===== src/rtl/mash_pkg.sv =====
package mash_pkg;

  // Strobes sent from the control unit to the datapath each cycle.
  typedef struct packed {
    logic clr;      // clear accumulators and difference history
    logic step;     // advance one modulator step and register output
    logic fracOff;  // rejected setting: hold fractional path at zero
  } mash_strb_t;

endpackage


===== src/rtl/mash_ctrl.sv =====
module mash_ctrl
  import mash_pkg::*;
#(
  parameter int INT_W  = 12,
  parameter int FRAC_W = 32,
  parameter int ORD_W  = 2
) (
  input  logic              clk,
  input  logic              rst,
  input  logic              load,
  input  logic              enable,
  input  logic [INT_W-1:0]  intIn,
  input  logic [FRAC_W-1:0] numIn,
  input  logic [FRAC_W-1:0] denIn,
  input  logic [ORD_W-1:0]  orderSel,
  output logic [INT_W-1:0]  cfgInt,
  output logic [FRAC_W-1:0] cfgNum,
  output logic [FRAC_W-1:0] cfgDen,
  output logic [ORD_W-1:0]  cfgOrd,
  output logic              cfgErr,
  output mash_strb_t        strb
);

  // Shadow copies of the settings, updated only by a load.
  always_ff @(posedge clk) begin
    if (rst) begin
      cfgInt <= '0;
      cfgNum <= '0;
      cfgDen <= FRAC_W'(1);
      cfgOrd <= '0;
      cfgErr <= 1'b0;
    end else if (load) begin
      cfgInt <= intIn;
      cfgNum <= numIn;
      cfgDen <= denIn;
      cfgOrd <= orderSel;
      cfgErr <= (numIn >= denIn);
    end
  end

  // Load has priority over stepping.
  always_comb begin
    strb.clr     = load;
    strb.step    = enable & ~load;
    strb.fracOff = cfgErr;
  end

  // a load flags a numerator that is not below the modulus
  a_r6_err_capture: assert property (@(posedge clk) disable iff (rst)
    load |=> (cfgErr == ($past(numIn) >= $past(denIn))));

  // settings never move without a load
  a_r2_cfg_hold: assert property (@(posedge clk) disable iff (rst)
    !load |=> ($stable(cfgNum) && $stable(cfgDen) && $stable(cfgInt) && $stable(cfgOrd)));

endmodule


===== src/rtl/mash_datapath.sv =====
module mash_datapath
  import mash_pkg::*;
#(
  parameter int INT_W  = 12,
  parameter int FRAC_W = 32,
  parameter int STAGES = 4,
  parameter int ORD_W  = $clog2(STAGES),
  parameter int OUT_W  = INT_W + 2
) (
  input  logic                    clk,
  input  logic                    rst,
  input  mash_strb_t              strb,
  input  logic [INT_W-1:0]        cfgInt,
  input  logic [FRAC_W-1:0]       cfgNum,
  input  logic [FRAC_W-1:0]       cfgDen,
  input  logic [ORD_W-1:0]        cfgOrd,
  output logic signed [OUT_W-1:0] divOut,
  output logic                    divValid
);

  localparam int ACC_W    = FRAC_W + 1;       // holds sum of two values below 2^FRAC_W
  localparam int CW       = STAGES + 1;       // signed correction width
  localparam int CORR_MAX = 1 << (STAGES - 1);
  localparam int CORR_MIN = 1 - CORR_MAX;

  logic [ACC_W-1:0]        denExt;
  logic [ACC_W-1:0]        acc      [STAGES];
  logic [ACC_W-1:0]        stageIn  [STAGES];
  logic [ACC_W-1:0]        stageSum [STAGES];
  logic [ACC_W-1:0]        stageNxt [STAGES];
  logic [STAGES-1:0]       carry;
  logic [STAGES-1:0]       cEff;
  logic signed [CW-1:0]    tSum     [STAGES];
  logic signed [CW-1:0]    tDly     [1:STAGES-1];
  logic signed [OUT_W-1:0] corrExt;
  logic signed [OUT_W-1:0] intExt;

  assign denExt = {1'b0, cfgDen};

  for (genvar k = 0; k < STAGES; k++) begin : g_stage
    // Input chain: stage 1 takes the numerator, later stages take the
    // residue just produced by the stage before them.
    if (k == 0) begin : g_head
      assign stageIn[k] = {1'b0, cfgNum};
    end else begin : g_chain
      assign stageIn[k] = stageNxt[k-1];
    end

    assign stageSum[k] = acc[k] + stageIn[k];
    assign carry[k]    = (stageSum[k] >= denExt);
    assign stageNxt[k] = carry[k] ? (stageSum[k] - denExt) : stageSum[k];
    assign cEff[k]     = carry[k] & ~strb.fracOff & (ORD_W'(k) <= cfgOrd);

    // Nested differencing: t_k = c_k + t_{k+1} - t_{k+1}(previous step)
    if (k == STAGES - 1) begin : g_top
      assign tSum[k] = {{(CW-1){1'b0}}, cEff[k]};
    end else begin : g_diff
      assign tSum[k] = {{(CW-1){1'b0}}, cEff[k]} + tSum[k+1] - tDly[k+1];
    end

    always_ff @(posedge clk) begin
      if (rst || strb.clr) begin
        acc[k] <= '0;
      end else if (strb.step) begin
        acc[k] <= strb.fracOff ? '0 : stageNxt[k];
      end
    end

    if (k > 0) begin : g_hist
      always_ff @(posedge clk) begin
        if (rst || strb.clr) begin
          tDly[k] <= '0;
        end else if (strb.step) begin
          tDly[k] <= tSum[k];
        end
      end
    end

    // every residue stays below the modulus once a valid setting is held
    a_r3_residue_below_den: assert property (@(posedge clk) disable iff (rst)
      !strb.fracOff |-> (acc[k] < denExt));
  end

  assign corrExt = {{(OUT_W-CW){tSum[0][CW-1]}}, tSum[0]};
  assign intExt  = {{(OUT_W-INT_W){1'b0}}, cfgInt};

  always_ff @(posedge clk) begin
    if (rst) begin
      divOut   <= '0;
      divValid <= 1'b0;
    end else if (strb.clr) begin
      divValid <= 1'b0;
    end else if (strb.step) begin
      divOut   <= intExt + corrExt;
      divValid <= 1'b1;
    end else begin
      divValid <= 1'b0;
    end
  end

  // correction bounded by the fourth-order range
  a_r4_corr_range: assert property (@(posedge clk) disable iff (rst)
    strb.step |-> (tSum[0] >= CORR_MIN && tSum[0] <= CORR_MAX));

  // rejected setting contributes nothing
  a_r6_frac_off_zero: assert property (@(posedge clk) disable iff (rst)
    strb.fracOff |-> (tSum[0] == 0));

  // idle cycle freezes state and output
  a_r7_idle_hold: assert property (@(posedge clk) disable iff (rst)
    (!strb.step && !strb.clr) |=> ($stable(acc[0]) && $stable(divOut) && !divValid));

  // load clears the first accumulator and the strobe
  a_r2_load_clears: assert property (@(posedge clk) disable iff (rst)
    strb.clr |=> (acc[0] == '0 && !divValid));

endmodule


===== src/rtl/mash_frac_divider.sv =====
module mash_frac_divider
  import mash_pkg::*;
#(
  parameter int INT_W  = 12,
  parameter int FRAC_W = 32,
  parameter int STAGES = 4,
  parameter int ORD_W  = $clog2(STAGES),
  parameter int OUT_W  = INT_W + 2
) (
  input  logic                    clk,
  input  logic                    rst,
  input  logic                    load,
  input  logic                    enable,
  input  logic [INT_W-1:0]        intIn,
  input  logic [FRAC_W-1:0]       numIn,
  input  logic [FRAC_W-1:0]       denIn,
  input  logic [ORD_W-1:0]        orderSel,
  output logic signed [OUT_W-1:0] divOut,
  output logic                    divValid,
  output logic                    cfgErr
);

  mash_strb_t        strb;
  logic [INT_W-1:0]  cfgInt;
  logic [FRAC_W-1:0] cfgNum;
  logic [FRAC_W-1:0] cfgDen;
  logic [ORD_W-1:0]  cfgOrd;

  mash_ctrl #(.INT_W(INT_W), .FRAC_W(FRAC_W), .ORD_W(ORD_W)) u_ctrl (
    .clk(clk), .rst(rst), .load(load), .enable(enable),
    .intIn(intIn), .numIn(numIn), .denIn(denIn), .orderSel(orderSel),
    .cfgInt(cfgInt), .cfgNum(cfgNum), .cfgDen(cfgDen), .cfgOrd(cfgOrd),
    .cfgErr(cfgErr), .strb(strb)
  );

  mash_datapath #(.INT_W(INT_W), .FRAC_W(FRAC_W), .STAGES(STAGES),
                  .ORD_W(ORD_W), .OUT_W(OUT_W)) u_dp (
    .clk(clk), .rst(rst), .strb(strb),
    .cfgInt(cfgInt), .cfgNum(cfgNum), .cfgDen(cfgDen), .cfgOrd(cfgOrd),
    .divOut(divOut), .divValid(divValid)
  );

  // reset clears the visible outputs
  a_r1_reset_state: assert property (@(posedge clk)
    rst |=> (!divValid && divOut == '0 && !cfgErr));

  // a step is followed by a valid strobe
  a_r9_valid_after_step: assert property (@(posedge clk) disable iff (rst)
    (enable && !load) |=> divValid);

  // zero numerator gives the pure integer part
  a_r5_integer_mode: assert property (@(posedge clk) disable iff (rst)
    (divValid && cfgNum == '0) |-> (divOut == $signed({{(OUT_W-INT_W){1'b0}}, cfgInt})));

endmodule


===== config.mk =====
export PLATFORM = sky130hd
export DESIGN_NAME = mash_frac_divider
export DESIGN_NICKNAME = d
export VERILOG_FILES = /design/src/rtl/mash_pkg.sv /design/src/rtl/mash_ctrl.sv /design/src/rtl/mash_datapath.sv /design/src/rtl/mash_frac_divider.sv
export SDC_FILE = /design/constraint.sdc
export NUM_CORES = 1
export LEC_CHECK = 0
export CAP_MARGIN = 15
export CELL_PAD_IN_SITES_DETAIL_PLACEMENT = 1
export CELL_PAD_IN_SITES_GLOBAL_PLACEMENT = 2
export CORE_ASPECT_RATIO = 0.5
export CORE_UTILIZATION = 36
export DETAILED_ROUTE_END_ITERATION = 6
export PLACE_DENSITY_LB_ADDON = 0.1
export SETUP_SLACK_MARGIN = 0.5
export SLEW_MARGIN = 20
export SYNTH_ARGS = -nofsm -noshare
export SYNTH_HDL_FRONTEND = slang
export SYNTH_HIERARCHICAL = 1
export SYNTH_SLANG_ARGS = --single-unit

===== constraint.sdc =====
create_clock -name clk -period 23.8 [get_ports clk]
set_clock_uncertainty 0.1 [all_clocks]
set_input_delay 4.76 -clock clk [delete_from_list [all_inputs] [get_ports clk]]
set_output_delay 4.76 -clock clk [all_outputs]
set_load 0.01 [all_outputs]

==> results of run 1 <==
-- registers in the layout, indices dropped and copies added (netlist names) --
name / flops
u_dp/acc: 132
u_ctrl/cfgDen: 32
u_ctrl/cfgNum: 32
u_dp/divOut: 14
u_ctrl/cfgInt: 12
u_dp/tDly: 9
u_ctrl/cfgOrd: 2
u_ctrl/cfgErr: 1
u_dp/divValid: 1
-- cells by family after synthesis --
logic type / after synthesis / synth area share
xor gates and xnor gates: 242 / 0.0887
muxes: 149 / 0.0679
buffers and inverters: 215 / 0.0355
adders and majority gates: 331 / 0.175
DFF: 235 / 0.253
and+or+nand+nor: 845 / 0.171
AOI/OAI and AO/OA: 776 / 0.210
-- timing repair --
item                                    4_1_cts  5_1_grt
gates resized for setup                      62      193
pin swaps                                    36      149
cloned                                        0        3
setup buffers                                10       51
endpoints found under the setup margin       11       12
-- metal layers --
layer  vias to the layer above  wire (um)  GRT usage
met5                         -          0          0
met4                         0       1160     0.0339
met2                       293      35200      0.367
met3                        75       2850     0.0277
li1                      11000          -          -
met1                     10900      45400      0.363
-- synthesized netlist by cell type, types with 69 or more instances --
| cell type | number |
|---|---|
| o21ai_0 | 112 |
| mux2i_1 | 103 |
| nand2_1 | 201 |
| edfxtp_1 | 141 |
| xor2_1 | 69 |
| nor2_1 | 254 |
| and2_1 | 104 |
| xnor2_1 | 171 |
| dfxtp_1 | 94 |
| ha_1 | 320 |
| inv_1 | 145 |
| a21o_1 | 148 |
| a21oi_1 | 252 |
-- cell type report --
type	instances	share of cell area
antenna	2	0.000161
clock buffer	41	0.0273
clock inverter	15	0.00450
inverter	146	0.0177
multi-input combinational	2343	0.587
sequential	235	0.196
tap	884	0.0355
timing repair buffer	487	0.132
-- worst min-delay path by stage --
stage / startpoint / end / slack [ps] / cells past startpoint
after floorplan: u_ctrl/cfgDen[10] / u_ctrl/cfgDen[10] / 360 / 2
after global routing: u_dp/divOut[9] / u_dp/divOut[9] / 380 / 2
after CTS: u_dp/divOut[10] / u_dp/divOut[10] / 360 / 2
after detailed placement: u_dp/divOut[10] / u_dp/divOut[10] / 350 / 2
final: u_dp/divOut[10] / u_dp/divOut[10] / 360 / 2
after global placement: u_dp/divOut[10] / u_dp/divOut[10] / 340 / 2
-- metrics by stage --
step | TNS (ps) | cells | utilization
after global routing | 0 | 4151 | 0.474
final | 0 | 4153 | 0.474
after detailed placement | -4880 | 4030 | 0.433
after floorplan | 0 | 2793 | -
after global placement | -2340 | 4030 | 0.433
after CTS | 0 | 4096 | 0.453
-- critical path, delay by kind of cell (launching register included) --
family / cells / cell delay, ps
compound gates: 56 / 10400
fa+ha+maj: 17 / 4870
simple gates: 26 / 3850
buf+inv: 11 / 1280
xor+xnor: 5 / 830
mux: 2 / 670
flops: 1 / 370
==> reports/qor.csv, run 1 <==
stage;metric;value;unit
finish;register area;0.00612;mm^2
setup_path;crit path capture type;register;
setup_path;Worst R2R End;u_dp/divOut[12];
cts;CTS Hold Bufs;0;
global_routing;largest net degree at the start of global routing;96;
setup_path;Setup crit start;u_dp/acc[0][0];
finish;multi-input logic area;0.0183;mm^2
setup_path;Crit-path slowest cell;or4_4;
detailed_routing;post-route ant nets;0;
sta;Least-Margin Pin Slew;1050;ps
finish;commonest non-fill, non-tap cell in the layout;buf_4;
setup_path;crit path max fanout;6;
synthesis;sequential area share after synthesis;0.253;
sta;RSZ-0062 raised after global routing;true;
setup_path;Worst EP arrival;22950;ps
placement;dpl hpwl;66900;um
finish;final layout net count;3656;
placement;placed cell area;0.0285;mm^2
detailed_routing;via-per-instance ratio;5.36;
sta;WHS;356;ps
sta;crit share post-route;0.950;
finish;fin area;0.0312;mm^2
sta;Final Critical Period;22620;ps
synthesis;top cell type's share of synthesized area;0.175;
synthesis;main flop type after synthesis;edfxtp_1;
detailed_routing;DR pass1 iterations;7;
synthesis;synthesized cell area;0.0242;mm^2
hold_path;Hold Crit Class;register to register;
floorplan;IO Count;98;
run_status;status;complete, but fails checks;
synthesis;Avg Synthesized Cell Area;8.66;um^2
setup_path;Setup Crit Path Kind;register to register;
finish;most frequent cells in the layout;369 x buf_4, 288 x ha_1, 244 x nor2_1, 202 x a21oi_1, 194 x nand2_1;
global_routing;grt total ovfl;0;
sta;slew margin rel.;0.300;
placement;I/O Buffers;97;
synthesis;asr flop ratio synth;0;
setup_path;CP most frequent cell;a21oi_2;
cts;Clock Pin Slew Worst Setup and Hold Paths;60;ps
sta;Setup-failing EPs final;0;
cts;CTS tree;done;
cts;Clk Latency, worst-skew pair;620;ps
sta;final slew viol count;0;
placement;post-placement setup slack;-1030;ps
global_routing;gr usage total;0.239;
synthesis;YS warnings;6;
detailed_routing;Iteration-0 DRC Markers;1034;
synthesis;synth unique cells;98;
setup_path;Reg2Reg Setup Slack;1180;ps
detailed_routing;via count;22300;
detailed_routing;Post-Route WL;84700;um
synthesis;EDFF count, synth;141;
floorplan;Die Ht;185;um
run_status;failing checks;DRC;
floorplan;DIE AREA;0.0683;mm^2
global_routing;initial antenna violation count;3;
setup_path;max incr delay on CP;600;ps
placement;GP Congestion;0.872;
floorplan;row count;66;
synthesis;Syn Inst Count;2793;
synthesis;#FFs+latches synth;235;
cts;total CTS buffers;30;
cts;CTS H-tree lvls;1;
cts;Sink Count;235;
sta;hold violation total from the final report;0;
floorplan;core area;0.0657;mm^2
synthesis;Synth Net Count;3206;
floorplan;initial core utilization;0.368;
setup_path;FF-to-FF path depth;117;
setup_path;RR Startpoint;u_dp/acc[0][0];
cts;Root Buffer Master;clkbuf_16;
detailed_routing;# DRC;1;
finish;share of layout cells above drive strength 1;0.216;
global_routing;vias in the first global route;22800;
setup_path;Startpoint Class;register;
sta;f_max;44.2;MHz
flow_run;Max Cap Viol;0;
setup_path;Worst Setup EP;u_dp/divOut[12];
finish;P&R area growth vs syn;28.8;%
cts;Max clock buf depth;3;
floorplan;Die Width;369;um
sta;final setup margin;1180;ps
detailed_routing;routed wire length per instance;20.4;um
finish;fillers;7633;
synthesis;synth top area cells;edfxtp_1 17%, ha_1 17%, dfxtp_1 7.8%;
synthesis;dominant cell type by area after synthesis;edfxtp_1;
setup_path;CP required;24130;ps
global_routing;first-pass GRT wire length;127000;um
Power of run 1 is left out: the tool's default activity adds up to more than one toggle a clock period on the data nets, which glitch-free logic cannot reach.
==> inputs of run 2 (changes only) <==
--- a/config.mk
+++ b/config.mk
@@ -13,8 +13,9 @@
 export DETAILED_ROUTE_END_ITERATION = 6
 export PLACE_DENSITY_LB_ADDON = 0.1
 export SETUP_SLACK_MARGIN = 0.5
+export SKIP_LAST_GASP = 1
 export SLEW_MARGIN = 20
 export SYNTH_ARGS = -nofsm -noshare
 export SYNTH_HDL_FRONTEND = slang
-export SYNTH_HIERARCHICAL = 1
 export SYNTH_SLANG_ARGS = --single-unit
+export TNS_END_PERCENT = 5
==> run 2 against run 1 <==
- the flow now finishes without violations
- sequential cell count unchanged
- final area down 2.9%
- via count up 0.33%
- worst setup slack better by 220 ps
- die area up 1.5%
- global-route usage down 0.11 points
- final cell count down 1.2%
- register-to-register slack better by 220 ps
- area after synthesis up 1.5%
- maximum frequency up 0.99%
==> reports/qor.csv, run 2 <==
stage;metric;value;unit
placement;dpl hpwl;67900;um
global_routing;gr usage total;0.238;
placement;I/O Buffers;97;
detailed_routing;DR pass1 iterations;7;
floorplan;DIE AREA;0.0694;mm^2
cts;Clock Pin Slew Worst Setup and Hold Paths;70;ps
sta;crit share post-route;0.941;
hold_path;Hold Crit Class;register to register;
finish;final layout net count;3596;
cts;Clk Latency, worst-skew pair;610;ps
global_routing;GR Util met1;0.375;
detailed_routing;Iteration-0 DRC Markers;1324;
sta;hold violation total from the final report;0;
setup_path;crit path capture type;register;
detailed_routing;# DRC;0;
cts;Root Buffer Master;clkbuf_16;
floorplan;Die Width;371;um
global_routing;first-pass GRT wire length;130000;um
finish;max FFs per register;132;
detailed_routing;via-per-instance ratio;5.45;
synthesis;YS warnings;0;
finish;Biggest register;u_dp.acc;
finish;P&R area growth vs syn;23.2;%
synthesis;synth cell count leaders;320 x ha_1, 271 x a21oi_1, 246 x nor2_1;
global_routing;largest net degree at the start of global routing;83;
sta;final slew viol count;0;
floorplan;initial core utilization;0.365;
sta;Setup-failing EPs final;0;
run_status;status;finished, final reports clean;
setup_path;Startpoint Class;register;
global_routing;met3 global-route usage;0.0241;
sta;f_max;44.7;MHz
synthesis;synth top area cells;edfxtp_1 17%, ha_1 16%, dfxtp_1 7.7%;
finish;fillers;7858;
flow_run;Max Cap Viol;0;
setup_path;FF-to-FF path depth;110;
cts;Max clock buf depth;3;
floorplan;IO Count;98;
synthesis;#FFs+latches synth;235;
sta;slew margin rel.;0.309;
setup_path;CP most frequent cell;a21oi_2;
detailed_routing;via count;22300;
global_routing;met2 GRT Util;0.350;
floorplan;core area;0.0672;mm^2
sta;RSZ-0062 raised after global routing;false;
setup_path;Setup Crit Path Kind;register to register;
floorplan;row count;67;
global_routing;vias in the first global route;22600;
synthesis;sequential area share after synthesis;0.249;
setup_path;max incr delay on CP;590;ps
synthesis;asr flop ratio synth;0;
setup_path;Crit-path slowest cell;or4_4;
finish;Largest regs;u_dp.acc x132, u_ctrl.cfgDen x32, u_ctrl.cfgNum x32;
cts;total CTS buffers;28;
setup_path;Worst EP arrival;22830;ps
global_routing;GRT busiest layer;met1;
synthesis;main flop type after synthesis;edfxtp_1;
detailed_routing;post-route ant nets;0;
setup_path;CP required;24240;ps
synthesis;EDFF count, synth;141;
detailed_routing;Post-Route WL;85400;um
finish;post-route core utilization;0.450;
cts;CTS tree;done;
hold_path;hold depth;2;
finish;most frequent cells in the layout;287 x ha_1, 243 x buf_4, 240 x a21oi_1, 236 x nor2_1, 216 x nand2_1;
synthesis;synth unique cells;86;
global_routing;grt total ovfl;0;
floorplan;Die Ht;187;um
cts;CTS H-tree lvls;1;
synthesis;dominant cell type by area after synthesis;edfxtp_1;
setup_path;crit path max fanout;8;
synthesis;top cell type's share of synthesized area;0.172;
finish;share of layout cells above drive strength 1;0.169;
global_routing;initial antenna violation count;3;
placement;GP Congestion;0.916;
synthesis;Syn Inst Count;2881;
synthesis;Avg Synthesized Cell Area;8.53;um^2
synthesis;Synth Net Count;3294;
synthesis;cell with the most instances after synthesis;ha_1;
sta;Final Critical Period;22390;ps
finish;commonest non-fill, non-tap cell in the layout;ha_1;
detailed_routing;routed wire length per instance;20.8;um
sta;Least-Margin Pin Slew;1040;ps
synthesis;synthesized cell area;0.0246;mm^2
cts;Sink Count;235;
## run 2: cell types whose count changed after synthesis, sizes merged, moves of 10 or more
cell,delta
o211ai,+13
a21o,-29
nor3,+10
a21oi,+18
clkbuf,+10
o21ai,+11
nand2,+17
mux2i,+11
## run 2: logic make-up (layout without fill, tap and decap cells)
logic type / count (synthesis) / count (layout) / share of synthesized area
adder cells (fa/ha/maj): 331 / 331 / 0.172
AO/OA/AOI/OAI: 818 / 818 / 0.215
AND/OR/NAND/NOR: 866 / 866 / 0.171
buffers and inverters: 225 / 548 / 0.0362
other: 0 / 2 / 0
multiplexers: 166 / 166 / 0.0716
flip-flops: 235 / 235 / 0.249
XOR/XNOR: 240 / 240 / 0.0859
## run 2: through the flow
step / setup WS [ps] / cells / setup TNS, ps / hold slack, ps / instance area [um^2]
4_1_cts: 502 / 4068 / 0 / 355 / 29100
3_5_place_dp: -1080 / 4012 / -6120 / 346 / 28000
3_3_place_gp: -633 / 4012 / -2870 / 342 / 28000
6_report: 1410 / 4103 / 0 / 351 / 30300
5_1_grt: 328 / 4101 / 0 / 376 / 30300
2_1_floorplan: 534 / 2881 / 0 / 360 / 24600
## run 2: layer usage
layer	wire [um]	part of all wire
met5	0	0
met1	46000	0.54
met4	1240	0.014
met2	34900	0.41
met3	3290	0.039
## run 2: area by class of cell
class                   count  area [um^2]  share of cell area
diodes                      2         5.00            0.000165
inverters                 150          566              0.0187
multi-input cells        2421        18600               0.615
clock inverters            10         72.6             0.00240
well taps                 897         1120              0.0371
clock buffers              41          811              0.0268
repair buffers            347         2960              0.0980
flip-flops and latches    235         6120               0.202
## run 2: path summary, 6_finish.rpt
kind                            slack, ps           start         endpoint
worst max register to register       1410  u_dp.acc[0][0]  u_dp.divOut[12]
worst min-delay path                  350  u_dp.divOut[6]   u_dp.divOut[6]
worst max-delay path                 1410  u_dp.acc[0][0]  u_dp.divOut[12]
worst min register to register        350  u_dp.divOut[6]   u_dp.divOut[6]
## run 2: critical path: cells and delay by family (launching register included)
kind | cells | cell delay (ps)
AO/OA/AOI/OAI | 49 | 9140
multiplexers | 2 | 680
adder cells (fa/ha/maj) | 18 | 5430
XOR/XNOR | 7 | 1060
AND/OR/NAND/NOR | 22 | 4060
buffers and inverters | 12 | 1390
flip-flops | 1 | 410
## run 2: repair_timing
item	CTS	global route
hold buffers	0	0
setup buffers	5	31
endpoints found under the setup margin	12	12
pin swaps	33	103
resized for setup	60	164
cloned	0	2
Power of run 2 is left out for the same reason.
==> inputs of run 3 (changes only) <==
--- a/config.mk
+++ b/config.mk
@@ -11,6 +11,7 @@
 export CORE_ASPECT_RATIO = 0.5
 export CORE_UTILIZATION = 36
 export DETAILED_ROUTE_END_ITERATION = 6
+export MAX_ROUTING_LAYER = met4
 export PLACE_DENSITY_LB_ADDON = 0.1
 export SETUP_SLACK_MARGIN = 0.5
 export SKIP_LAST_GASP = 1
==> run 3 against run 2 <==
- critical endpoint unchanged
- critical path depth increased by 3
- worst setup slack lost 3.4 ps
- count of clock-buffer cells in the layout decreased by 4
==> reports/qor.csv, run 3 (synthesis results as in run 2) <==
stage;metric;value;unit
sta;Final Critical Period;22400;ps
detailed_routing;# DRC;0;
sta;Least-Margin Pin Slew;1060;ps
flow_run;Max Cap Viol;0;
finish;P&R area growth vs syn;23.8;%
cts;Sink Count;235;
sta;Setup-failing EPs final;0;
global_routing;largest net degree at the start of global routing;73;
placement;GP Congestion;0.915;
hold_path;Min-Delay Startpoint;u_dp.divOut[5];
setup_path;RR Startpoint;u_dp.acc[0][0];
setup_path;max incr delay on CP;540;ps
setup_path;Setup Crit Path Kind;register to register;
global_routing;grt total ovfl;0;
detailed_routing;Post-Route WL;85600;um
floorplan;row count;67;
cts;CTS tree;done;
finish;Finished Layout Cells;4131;
setup_path;crit path capture type;register;
floorplan;initial core utilization;0.365;
run_status;status;finished, final reports clean;
detailed_routing;routed wire length per instance;20.7;um
cts;total CTS buffers;28;
detailed_routing;via count;22400;
setup_path;crit path max fanout;8;
placement;placed cell count;4035;
cts;Clk Latency, worst-skew pair;620;ps
global_routing;first-pass GRT wire length;130000;um
setup_path;Setup crit start;u_dp.acc[0][0];
finish;fillers;7902;
finish;multi-input logic area;0.0186;mm^2
global_routing;vias in the first global route;22800;
finish;Biggest register;u_dp.acc;
placement;I/O Buffers;97;
cts;Clock Pin Slew Worst Setup and Hold Paths;60;ps
finish;final layout net count;3621;
finish;commonest non-fill, non-tap cell in the layout;ha_1;
finish;most frequent cells in the layout;288 x ha_1, 263 x buf_4, 245 x a21oi_1, 241 x nor2_1, 215 x nand2_1;
finish;max FFs per register;132;
sta;slew margin rel.;0.292;
setup_path;CP most frequent cell;a21o_1;
finish;Largest regs;u_dp.acc x132, u_ctrl.cfgDen x32, u_ctrl.cfgNum x32;
floorplan;Die Ht;187;um
hold_path;Hold Crit Class;register to register;
detailed_routing;via-per-instance ratio;5.41;
sta;crit share post-route;0.941;
detailed_routing;DR pass1 iterations;5;
floorplan;Die Width;371;um
setup_path;Reg2Reg Setup Slack;1400;ps
cts;CTS H-tree lvls;1;
global_routing;gr usage total;0.247;
sta;final slew viol count;0;
placement;dpl hpwl;68500;um
floorplan;IO Count;98;
floorplan;core area;0.0672;mm^2
sta;f_max;44.6;MHz
setup_path;CP required;24250;ps
setup_path;Startpoint Class;register;
detailed_routing;post-route ant nets;0;
cts;CTS Hold Bufs;0;
finish;register area;0.00612;mm^2
finish;share of layout cells above drive strength 1;0.171;
global_routing;initial antenna violation count;3;
setup_path;Worst EP arrival;22840;ps
cts;Root Buffer Master;clkbuf_16;
sta;hold violation total from the final report;0;
floorplan;DIE AREA;0.0694;mm^2
sta;RSZ-0062 raised after global routing;false;
cts;Max clock buf depth;3;
detailed_routing;Iteration-0 DRC Markers;1244;
setup_path;Crit-path slowest cell;or4_4;
==> run 3: changes by cell type in the layout (fill, tap and decap cells not counted), sizes merged <==
cell / delta
buf: +25
clkbuf: -4
clkinv: +4
diode: +2
inv: +1
==> run 3: worst max-delay path, delay by kind of cell (launching register included) <==
kind / cells / cell delay (ps)
AO/OA/AOI/OAI: 49 / 9120
AND/OR/NAND/NOR: 27 / 4810
adder cells (fa/ha/maj): 17 / 4590
buffers and inverters: 11 / 1430
XOR/XNOR: 7 / 1150
multiplexers: 2 / 660
flip-flops: 1 / 420
==> run 3: what timing repair did <==
action | 4_1_cts | 5_1_grt
endpoints found under the setup margin | 12 | 13
buffers inserted | 11 | 27
cloned | 0 | 2
pin swaps | 14 | 115
resized for setup | 46 | 165
==> run 3: layer usage <==
metal	part of all wire	global-route usage	up-vias
met5	0	-	-
met4	0.016	0.0388	0
met3	0.031	0.0228	80
met2	0.41	0.353	303
met1	0.55	0.378	10800
li1	-	-	11200
==> run 3: through the flow <==
stage | util | setup TNS [ps] | cell area (um^2) | hold slack [ps] | setup slack (ps)
after floorplan | - | 0 | 24600 | 360 | 534
after global placement | 0.419 | -3280 | 28200 | 342 | -694
after detailed placement | 0.419 | -6070 | 28200 | 349 | -1020
after CTS | 0.436 | 0 | 29300 | 357 | 508
after global routing | 0.452 | 0 | 30400 | 382 | 316
final | 0.452 | 0 | 30400 | 357 | 1400
==> run 3: final cells by class <==
class,instances,share of cell area
Tap cell,897,0.0369
Antenna cell,4,0.000329
Timing Repair Buffer,372,0.104
Inverter,150,0.0186
Multi-Input combinational cell,2421,0.610
Sequential cell,235,0.201
Clock buffer,37,0.0258
Clock inverter,15,0.00317
==> run 3: path summary, 6_finish.rpt <==
path	to	cells after the start
setup / recovery	u_dp.divOut[12]	113
hold / removal	u_dp.divOut[5]	2
setup reg to reg	u_dp.divOut[12]	113
hold reg to reg	u_dp.divOut[5]	2
Power of run 3 is left out for the same reason.
